File: src/rtl/gpio_bank_pkg.sv
`timescale 1ns/1ps
// Shared definitions for the GPIO bank: register word indices and the
// one-hot write strobe bundle passed from the decoder to the register file.
package gpio_bank_pkg;

    localparam int IDX_W   = 4;   // word index bits in the address
    localparam int IDX_LSB = 2;   // word spacing of four bytes

    typedef enum logic [IDX_W-1:0] {
        IDX_LEVEL = 4'd0,
        IDX_DIR   = 4'd1,
        IDX_OSET  = 4'd2,
        IDX_OCLR  = 4'd3,
        IDX_RISE  = 4'd4,
        IDX_FALL  = 4'd5,
        IDX_STAT  = 4'd6,
        IDX_DSET  = 4'd7,
        IDX_DCLR  = 4'd8,
        IDX_RSET  = 4'd9,
        IDX_RCLR  = 4'd10,
        IDX_FSET  = 4'd11,
        IDX_FCLR  = 4'd12,
        IDX_MASK  = 4'd13,
        IDX_MASK2 = 4'd14,
        IDX_NONE  = 4'd15
    } reg_idx_e;

    typedef struct packed {
        logic dir_wr;
        logic dir_set;
        logic dir_clr;
        logic out_set;
        logic out_clr;
        logic rise_wr;
        logic rise_set;
        logic rise_clr;
        logic fall_wr;
        logic fall_set;
        logic fall_clr;
        logic mask_wr;
        logic mask2_wr;
        logic stat_w1c;
    } wr_strobe_t;

endpackage

File: src/rtl/gpio_in_sync.sv
`timescale 1ns/1ps
// Input conditioning: a STAGES-deep synchroniser per pin, a one-cycle
// history register, and per-pin rising/falling edge pulses.
// Assumes pins are asynchronous and glitch-free across one clock period.
module gpio_in_sync #(
    parameter int N      = 32,
    parameter int STAGES = 2
) (
    input  logic         clk,
    input  logic         rst_n,
    input  logic [N-1:0] pin_i,
    output logic [N-1:0] level_o,
    output logic [N-1:0] rise_o,
    output logic [N-1:0] fall_o
);

    logic [STAGES-1:0][N-1:0] stage_q;
    logic [N-1:0]             prev_q;

    // Shift pin levels through the synchroniser chain.
    always_ff @(posedge clk) begin
        if (!rst_n) begin
            stage_q <= '0;
        end else begin
            stage_q[0] <= pin_i;
            for (int s = 1; s < STAGES; s++) begin
                stage_q[s] <= stage_q[s-1];
            end
        end
    end

    // Remember the synchronised level for one cycle.
    always_ff @(posedge clk) begin
        if (!rst_n) prev_q <= '0;
        else        prev_q <= level_o;
    end

    assign level_o = stage_q[STAGES-1];
    assign rise_o  = level_o & ~prev_q;
    assign fall_o  = ~level_o & prev_q;

endmodule

File: src/rtl/gpio_ctrl_regs.sv
`timescale 1ns/1ps
// Control register file: direction, output value, rising and falling
// enables, interrupt mask and spare mask. Direction and the enables take
// direct writes and set/clear alias writes; the output value takes only
// set/clear writes. Assumes at most one strobe is active per cycle.
module gpio_ctrl_regs
    import gpio_bank_pkg::*;
#(
    parameter int N = 32
) (
    input  logic         clk,
    input  logic         rst_n,
    input  wr_strobe_t   strb,
    input  logic [N-1:0] wdata,
    output logic [N-1:0] dir_q,
    output logic [N-1:0] out_q,
    output logic [N-1:0] rise_q,
    output logic [N-1:0] fall_q,
    output logic [N-1:0] mask_q,
    output logic [N-1:0] mask2_q
);

    // Next value of a register with direct, OR-in and AND-out writes.
    function automatic logic [N-1:0] upd(
        input logic [N-1:0] cur,
        input logic [N-1:0] d,
        input logic         wr,
        input logic         set,
        input logic         clr
    );
        logic [N-1:0] r;
        r = cur;
        if (wr)  r = d;
        if (set) r = r | d;
        if (clr) r = r & ~d;
        return r;
    endfunction

    // Update the three aliased registers and the output value.
    always_ff @(posedge clk) begin
        if (!rst_n) begin
            dir_q  <= '0;
            out_q  <= '0;
            rise_q <= '0;
            fall_q <= '0;
        end else begin
            dir_q  <= upd(dir_q,  wdata, strb.dir_wr,  strb.dir_set,  strb.dir_clr);
            out_q  <= upd(out_q,  wdata, 1'b0,         strb.out_set,  strb.out_clr);
            rise_q <= upd(rise_q, wdata, strb.rise_wr, strb.rise_set, strb.rise_clr);
            fall_q <= upd(fall_q, wdata, strb.fall_wr, strb.fall_set, strb.fall_clr);
        end
    end

    // Update the two plain mask registers.
    always_ff @(posedge clk) begin
        if (!rst_n) begin
            mask_q  <= '0;
            mask2_q <= '0;
        end else begin
            if (strb.mask_wr)  mask_q  <= wdata;
            if (strb.mask2_wr) mask2_q <= wdata;
        end
    end

endmodule

File: src/rtl/gpio_edge_status.sv
`timescale 1ns/1ps
// Sticky edge status with write-one-to-clear, and the masked interrupt.
// A qualifying edge in the same cycle as a clear of that bit wins.
module gpio_edge_status #(
    parameter int N = 32
) (
    input  logic         clk,
    input  logic         rst_n,
    input  logic [N-1:0] rise_evt,
    input  logic [N-1:0] fall_evt,
    input  logic [N-1:0] rise_en,
    input  logic [N-1:0] fall_en,
    input  logic         w1c,
    input  logic [N-1:0] wdata,
    input  logic [N-1:0] mask,
    output logic [N-1:0] status_q,
    output logic         irq_o
);

    logic [N-1:0] hit;
    logic [N-1:0] clr;

    // Qualify edges with their enables and form the clear vector.
    always_comb begin
        hit = (rise_evt & rise_en) | (fall_evt & fall_en);
        clr = w1c ? wdata : '0;
    end

    // Latch status; new hits override a simultaneous clear.
    always_ff @(posedge clk) begin
        if (!rst_n) status_q <= '0;
        else        status_q <= (status_q & ~clr) | hit;
    end

    assign irq_o = |(status_q & mask);

endmodule

File: src/rtl/gpio_edge_bank.sv
`timescale 1ns/1ps
// GPIO bank top: address decode, read mux, and the three sub-blocks.
// Assumes AW >= 7 and a data bus N bits wide; rdata is combinational
// and is valid in the same cycle as rd_en.
module gpio_edge_bank
    import gpio_bank_pkg::*;
#(
    parameter int N       = 32,
    parameter int AW      = 8,
    parameter int STAGES  = 2
) (
    input  logic          clk,
    input  logic          rst_n,
    input  logic          wr_en,
    input  logic          rd_en,
    input  logic [AW-1:0] addr,
    input  logic [N-1:0]  wdata,
    output logic [N-1:0]  rdata,
    input  logic [N-1:0]  pin_i,
    output logic [N-1:0]  out_en,
    output logic [N-1:0]  out_val,
    output logic          irq
);

    localparam int HI_LSB = IDX_LSB + IDX_W;

    logic [IDX_W-1:0] idx;
    logic             mapped;
    reg_idx_e         sel;
    wr_strobe_t       strb;

    logic [N-1:0] level, rise_evt, fall_evt;
    logic [N-1:0] dir_q, out_q, rise_q, fall_q, mask_q, mask2_q;
    logic [N-1:0] status_q;
    logic [N-1:0] rd_mux;

    // Decide whether the address names a register and which one.
    always_comb begin
        idx    = addr[HI_LSB-1:IDX_LSB];
        mapped = (addr[IDX_LSB-1:0] == '0) && (addr[AW-1:HI_LSB] == '0)
                 && (idx != IDX_NONE);
        sel    = mapped ? reg_idx_e'(idx) : IDX_NONE;
    end

    // Turn a bus write into one register strobe.
    always_comb begin
        strb = '0;
        if (wr_en) begin
            unique case (sel)
                IDX_DIR:   strb.dir_wr   = 1'b1;
                IDX_OSET:  strb.out_set  = 1'b1;
                IDX_OCLR:  strb.out_clr  = 1'b1;
                IDX_RISE:  strb.rise_wr  = 1'b1;
                IDX_FALL:  strb.fall_wr  = 1'b1;
                IDX_STAT:  strb.stat_w1c = 1'b1;
                IDX_DSET:  strb.dir_set  = 1'b1;
                IDX_DCLR:  strb.dir_clr  = 1'b1;
                IDX_RSET:  strb.rise_set = 1'b1;
                IDX_RCLR:  strb.rise_clr = 1'b1;
                IDX_FSET:  strb.fall_set = 1'b1;
                IDX_FCLR:  strb.fall_clr = 1'b1;
                IDX_MASK:  strb.mask_wr  = 1'b1;
                IDX_MASK2: strb.mask2_wr = 1'b1;
                default:   strb = '0;
            endcase
        end
    end

    // Select read data; write-only and unmapped offsets give zero.
    always_comb begin
        unique case (sel)
            IDX_LEVEL: rd_mux = level;
            IDX_DIR:   rd_mux = dir_q;
            IDX_RISE:  rd_mux = rise_q;
            IDX_FALL:  rd_mux = fall_q;
            IDX_STAT:  rd_mux = status_q;
            IDX_MASK:  rd_mux = mask_q;
            IDX_MASK2: rd_mux = mask2_q;
            default:   rd_mux = '0;
        endcase
        rdata = rd_en ? rd_mux : '0;
    end

    gpio_in_sync #(.N(N), .STAGES(STAGES)) u_sync (
        .clk     (clk),
        .rst_n   (rst_n),
        .pin_i   (pin_i),
        .level_o (level),
        .rise_o  (rise_evt),
        .fall_o  (fall_evt)
    );

    gpio_ctrl_regs #(.N(N)) u_regs (
        .clk     (clk),
        .rst_n   (rst_n),
        .strb    (strb),
        .wdata   (wdata),
        .dir_q   (dir_q),
        .out_q   (out_q),
        .rise_q  (rise_q),
        .fall_q  (fall_q),
        .mask_q  (mask_q),
        .mask2_q (mask2_q)
    );

    gpio_edge_status #(.N(N)) u_status (
        .clk      (clk),
        .rst_n    (rst_n),
        .rise_evt (rise_evt),
        .fall_evt (fall_evt),
        .rise_en  (rise_q),
        .fall_en  (fall_q),
        .w1c      (strb.stat_w1c),
        .wdata    (wdata),
        .mask     (mask_q),
        .status_q (status_q),
        .irq_o    (irq)
    );

    assign out_en  = dir_q;
    assign out_val = out_q;

endmodule

File: config.mk
export PLATFORM = sky130hd
export DESIGN_NAME = gpio_edge_bank
export DESIGN_NICKNAME = d
export VERILOG_FILES = /design/src/rtl/gpio_bank_pkg.sv /design/src/rtl/gpio_in_sync.sv /design/src/rtl/gpio_ctrl_regs.sv /design/src/rtl/gpio_edge_status.sv /design/src/rtl/gpio_edge_bank.sv
export SDC_FILE = /design/constraint.sdc
export NUM_CORES = 1
export LEC_CHECK = 0
export CAP_MARGIN = 20
export CORE_ASPECT_RATIO = 0.6
export CORE_MARGIN = 2
export CORE_UTILIZATION = 30
export CTS_CLUSTER_DIAMETER = 100
export DETAILED_ROUTE_END_ITERATION = 10
export GPL_ROUTABILITY_DRIVEN = 0
export PLACE_DENSITY = 0.47
export SLEW_MARGIN = 20
export SYNTH_ARGS = -nofsm -noshare
export SYNTH_HDL_FRONTEND = slang
export SYNTH_SLANG_ARGS = --single-unit
File: constraint.sdc
create_clock -name clk -period 3.1 [get_ports clk]
set_input_delay 0.465 -clock clk [delete_from_list [all_inputs] [get_ports clk]]
set_output_delay 0.465 -clock clk [all_outputs]
set_load 0.02 [all_outputs]
* Yosys cells after proc, flatten, opt, wreduce, memory -nomap -nowiden
Cells that the tools add are included.
** Cells by class
- Muxes and demuxes :: 37
- Reduce and logical (&&, ||, !) cells :: 6
- Eq/ne operators :: 15
- Bitwise gates (word level) :: 20
** Operator list (count)
- two-way mux 32 bit :: 20
- AND 32 bit :: 10
- one-hot mux 32 bit (7 select lines) :: 1
- bitwise OR 32 bit :: 6
- NOT 32 bit :: 4
- OR reduction 32 bit :: 1
- == test 4 bit (second input constant) :: 7
- == test 4 x 3 -> 1 bit (second input constant) :: 4
- two-way mux 1 bit :: 14
- two-way mux 14 bit :: 1
- == test 4 x 2 -> 1 bit (second input constant) :: 2
- == test 4 x 1 -> 1 bit (second input constant) :: 1
- zero test 2 bit :: 2
- zero test 4 bit :: 1
- two-way mux 4 bit :: 1
- inequality test 4 bit (second input constant) :: 1
- logical AND 1 bit :: 2
** Storage, ports and cells
- Output and inout port bits :: 97
- Flip-flop bits (word level) :: 320
- Bits of input ports :: 76
- Word-level logic and storage cells :: 88

* Depth between registers and ports, before layout
- Depth in word-level cells :: 14
- Mapped depth :: 8

* Modules after synthesis
Synthesis repeated with hierarchy kept, for this count alone.
** Second synthesis, totals
- Cells, all modules :: 1540
- Area total of the unflattened synthesis :: 14998.1 um^2
** By module, submodules not included
- gpio_ctrl_regs :: sequential area each 3843.7 um^2, area each 8147.8 um^2, cells an instance 772, times used 1
- gpio_in_sync :: sequential area each 1921.8 um^2, area each 3244.4 um^2, cells an instance 298, times used 1
- gpio_edge_bank :: sequential area each 0.0 um^2, area each 2135.8 um^2, cells an instance 315, times used 1
- gpio_edge_status :: sequential area each 640.6 um^2, area each 1470.2 um^2, cells an instance 155, times used 1

* Least setup slack after synthesis
OpenSTA, ideal clock, no wires.
- Path kind :: input to output
- From :: in addr[3]
- To :: out rdata[11]
- Data arrival time :: 2.171 ns
- Setup slack :: 0.464 ns
- Path buffers :: 3
- Required time :: 2.635 ns
- Cell stages on the path :: 6
- Cell sequence :: buf_2 buf_1 clkbuf_1 mux2_2 a222oi_1 a21oi_1
** Between the ends
- Longest elaborated chain between the ends :: 6
- Elaborated cells on any way between the ends :: 12
** Ends and longest elaborated chain
- from (decl) :: line gpio_edge_bank.sv:16 : input logic [AW-1:0] addr,
- inequality test 4 bit :: line gpio_edge_bank.sv:41 : && (idx != IDX_NONE);
- logical AND 1 bit :: line gpio_edge_bank.sv:41
- two-way mux 4 bit * :: line gpio_edge_bank.sv:42 : sel = mapped ? reg_idx_e'(idx) : IDX_NONE;
- == test 4 bit (tied with other cells) :: line gpio_edge_bank.sv:71 : unique case (sel)
- one-hot mux 32 bit (7 select lines) * :: line gpio_edge_bank.sv:71
- two-way mux 32 bit * :: line gpio_edge_bank.sv:81 : rdata = rd_en ? rd_mux : '0;
- to (decl) :: line gpio_edge_bank.sv:18 : output logic [N-1:0] rdata,
Mark *: on every way between the ends. The rest lies on a longest branch, timed or not.

* Worst setup path in the final report
- From :: in addr[2]
- To :: out rdata[25]
Same word-level chain as after synthesis.

==> impl_metrics.yaml <==
place:
  pre_cts_ws_ps: -402.9
  hpwl_um: 34880
  port_buffers: 172
floorplan:
  core_area_um2: 43630
  io_pins: 173
  die_w_um: 276.2
  fp.dieH_um: 167.3
  num_rows: 59
  start_util_pct: 30.57
  die_area_um2: 46210
timing:
  setup-violations-final: 0
  fin_ws_ps: 32.36
  hold_viol_final: 0
  period_minus_slack_ps: 3068
  rsz0062_at_grt: "true"
  clock_skew_ps: 12.49
  min_period_over_period_pct: 98.96
  fmax_mhz: 326.0
  slew_viol_final: 0
  tightest_slew_ps: 692.5
  slew_headroom_pct: 53.84
critical_path:
  cp.required_ps: 2630
  worstPathArrival_ps: 2600
  cp_top_family: "buffers and inverters"
  cpPeakStageDelay_ps: 490
  critPathKind: "input pin to primary output"
  slowest_stage: "clkdlybuf4s50_1"
  end_kind: "primary output"
  regToRegStartpoint: "u_regs.dir_q[31]$_SDFF_PN0_"
  worstPathCellList: "clkdlybuf4s50_1 > buf_6 > nor2_1 > buf_4 > buf_4 > a222oi_1 > a21oi_1 > buf_4 > buf_4"
  reg2reg_slack_ps: 2240
  crit_top_cell: "buf_4"
  reg2reg_depth: 2
  path_max_fanout: 11
  startpoint_type: "input pin"
  r2r-end: "u_regs.dir_q[31]$_SDFF_PN0_"
  path_buf_inv: 6
pwr:
  ir_worst_vdd_mv: 0.3343
  power_density_nw_per_um2: 510.6
  p_leak_nw: 5.626
routing:
  drcViolationCount: 0
  drtIter0Drc: 1055
  final_antenna_net_count: 0
  drt_pre_antenna_iters: 6
  routed_wl_um: 51430
  num_vias: 11934
  vias_per_cell: 5.492
  post_drt_wl_per_cell_um: 23.67
finish:
  area_growth_pct: 27.85
  drive_above_1_share_pct: 14.18
  final_core_util_pct: 39.08
  diodes: 0
  nNetsFinal: 1651
logic_synthesis:
  yosys-top-cells-area: "dfxtp_1, a211oi_1, a22oi_1, a21oi_1, nand2_1"
  ys_seq_elements: 320
  synth_nets: 1514
  netlist.area_leader.share_pct: 48.03
  synth_edf_count: 0
  synth_common_cells: "dfxtp_1, nand2_1, a211oi_1, a21oi_1, clkbuf_1"
  synth_seq_area_share_pct: 48.03
  yosysWarningCount: 0
  ys_types: 40
  synth_top_area_cell: "dfxtp_1"
  syn_area_um2: 13340
  ys_async_sr_fraction_pct: 0
  synth_area_per_cell_um2: 9.274
  ys_dominant_reg_cell: "dfxtp_1"
  yosysMostFrequentCell: "dfxtp_1"
  synth_cells: 1438
hold_path:
  hold_depth: 2
  holdPathEnd: "u_sync.stage_q[16]$_SDFF_PN0_"
  hp-start: "rst_n"
  hp-class: "input pin to register"
cts:
  cts-root-buf: "clkbuf_16"
  h-tree-depth: 2
  cts_tree: "yes"
  clock_path_buffers: 3
  clkSlewWorstSetupHoldPaths_ps: 60
  cts-buffers-inserted: 34
  clock-sinks: 320
  clkLatencyLatePin_ps: 520
global_routing:
  grt_first_pass_wirelength_um: 78000
  grt_antenna_before_repair: 1
  grt.total_usage_pct: 22.02
  grt_pass1_vias: 11624
  grt_overflow_total: 0
  grt_max_degree: 75
run_status:
  status: "completed"
job:
  maxCapViolCount: 0
==> per-layer routing <==
| metal | part of all wire [%] | vias up | global-route usage (%) |
|---|---|---|---|
| met4 | 2.1 | 0 | 4.894 |
| met2 | 42 | 383 | 32.21 |
| met3 | 6.1 | 68 | 3.823 |
| met5 | 0 | - | 0 |
| li1 | - | 5553 | - |
| met1 | 50 | 5930 | 33.40 |
==> kinds of logic after synthesis <==
| logic type | share of synthesized area [%] |
|---|---|
| buffers and inverters | 5.910 |
| DFF | 48.03 |
| AOI/OAI and AO/OA | 25.81 |
| muxes | 5.104 |
| xor gates and xnor gates | 0.06568 |
| and+or+nand+nor | 15.08 |
==> cell type report <==
cell class,instances,area [um2]
inverter,34,132.6
timing repair buffer,256,2446
clock inverter,5,25.02
clock buffer,50,1045
multi-input combinational,929,6272
fill,4338,26580
tap,579,724.4
sequential,320,6406
==> placed cells by master (no fill, tap or decap), drive strengths merged <==
| master | instances |
|---|---|
| dlygate4sd2 | 3 |
| nand3b | 66 |
| clkdlybuf4s50 | 135 |
| or2 | 1 |
| nor4 | 6 |
| mux2i | 32 |
| o2111ai | 1 |
| o21ai | 33 |
| and3 | 1 |
| nand3 | 2 |
| a222oi | 32 |
| a31oi | 32 |
| nand4 | 4 |
| clkdlybuf4s15 | 7 |
| dlymetal6s2s | 1 |
| and2 | 98 |
| xor2 | 1 |
| or3b | 2 |
| nand4b | 1 |
| or3 | 1 |
| or4 | 5 |
| nand2b | 4 |
| a22oi | 112 |
| clkbuf | 53 |
| a21oi | 128 |
| and4b | 2 |
| a211oi | 130 |
| buf | 107 |
| clkinv | 5 |
| nor2 | 4 |
| inv | 34 |
| dfxtp | 320 |
| mux2 | 32 |
| o2bb2ai | 32 |
| nand2 | 165 |
| nor3 | 1 |
| nor3b | 1 |
==> per-stage QoR <==
stage          setup TNS (ps)  total power, mW  hold slack [ps]  instance area, um2  cells
3_3_place_gp            -8161            4.778            420.0               15960   2115
5_1_grt                     0            9.022            427.4               17050   2173
3_5_place_dp            -9410            4.778            419.5               15960   2115
6_report                    0            8.707            412.1               17050   2173
2_1_floorplan               0            4.520            411.9               13340   1438
4_1_cts                -117.2            8.809            401.9               17010   2172
==> power by group <==
group          switching (mW)  internal [mW]  leakage, nW  total [mW]
clock network            1.69           2.32        0.533        4.02
logic                   0.298          0.192         2.50       0.491
registers              0.0342           4.17         2.59        4.20
total                    2.03           6.68         5.63        8.71
==> worst max path at each step <==
| stage | startpoint | end | slack (ps) | cells after the start |
|---|---|---|---|---|
| 3_5_place_dp | addr[7] | rdata[28] | -400 | 8 |
| 2_1_floorplan | addr[3] | rdata[11] | 460 | 6 |
| 4_1_cts | addr[7] | rdata[3] | -60 | 9 |
| 5_1_grt | addr[0] | rdata[27] | 1 | 8 |
| 6_report | addr[2] | rdata[25] | 30 | 9 |
| 3_3_place_gp | addr[7] | rdata[29] | -350 | 8 |
==> repair_timing <==
item | in CTS | in global routing
hold buffers | 0 | 0
gates resized for setup | 95 | 22
buffers inserted | 2 | 1
pin swaps | 3 | 6
setup endpoints to repair | 33 | 26
Note: power is estimated with default switching activity, not from simulation.
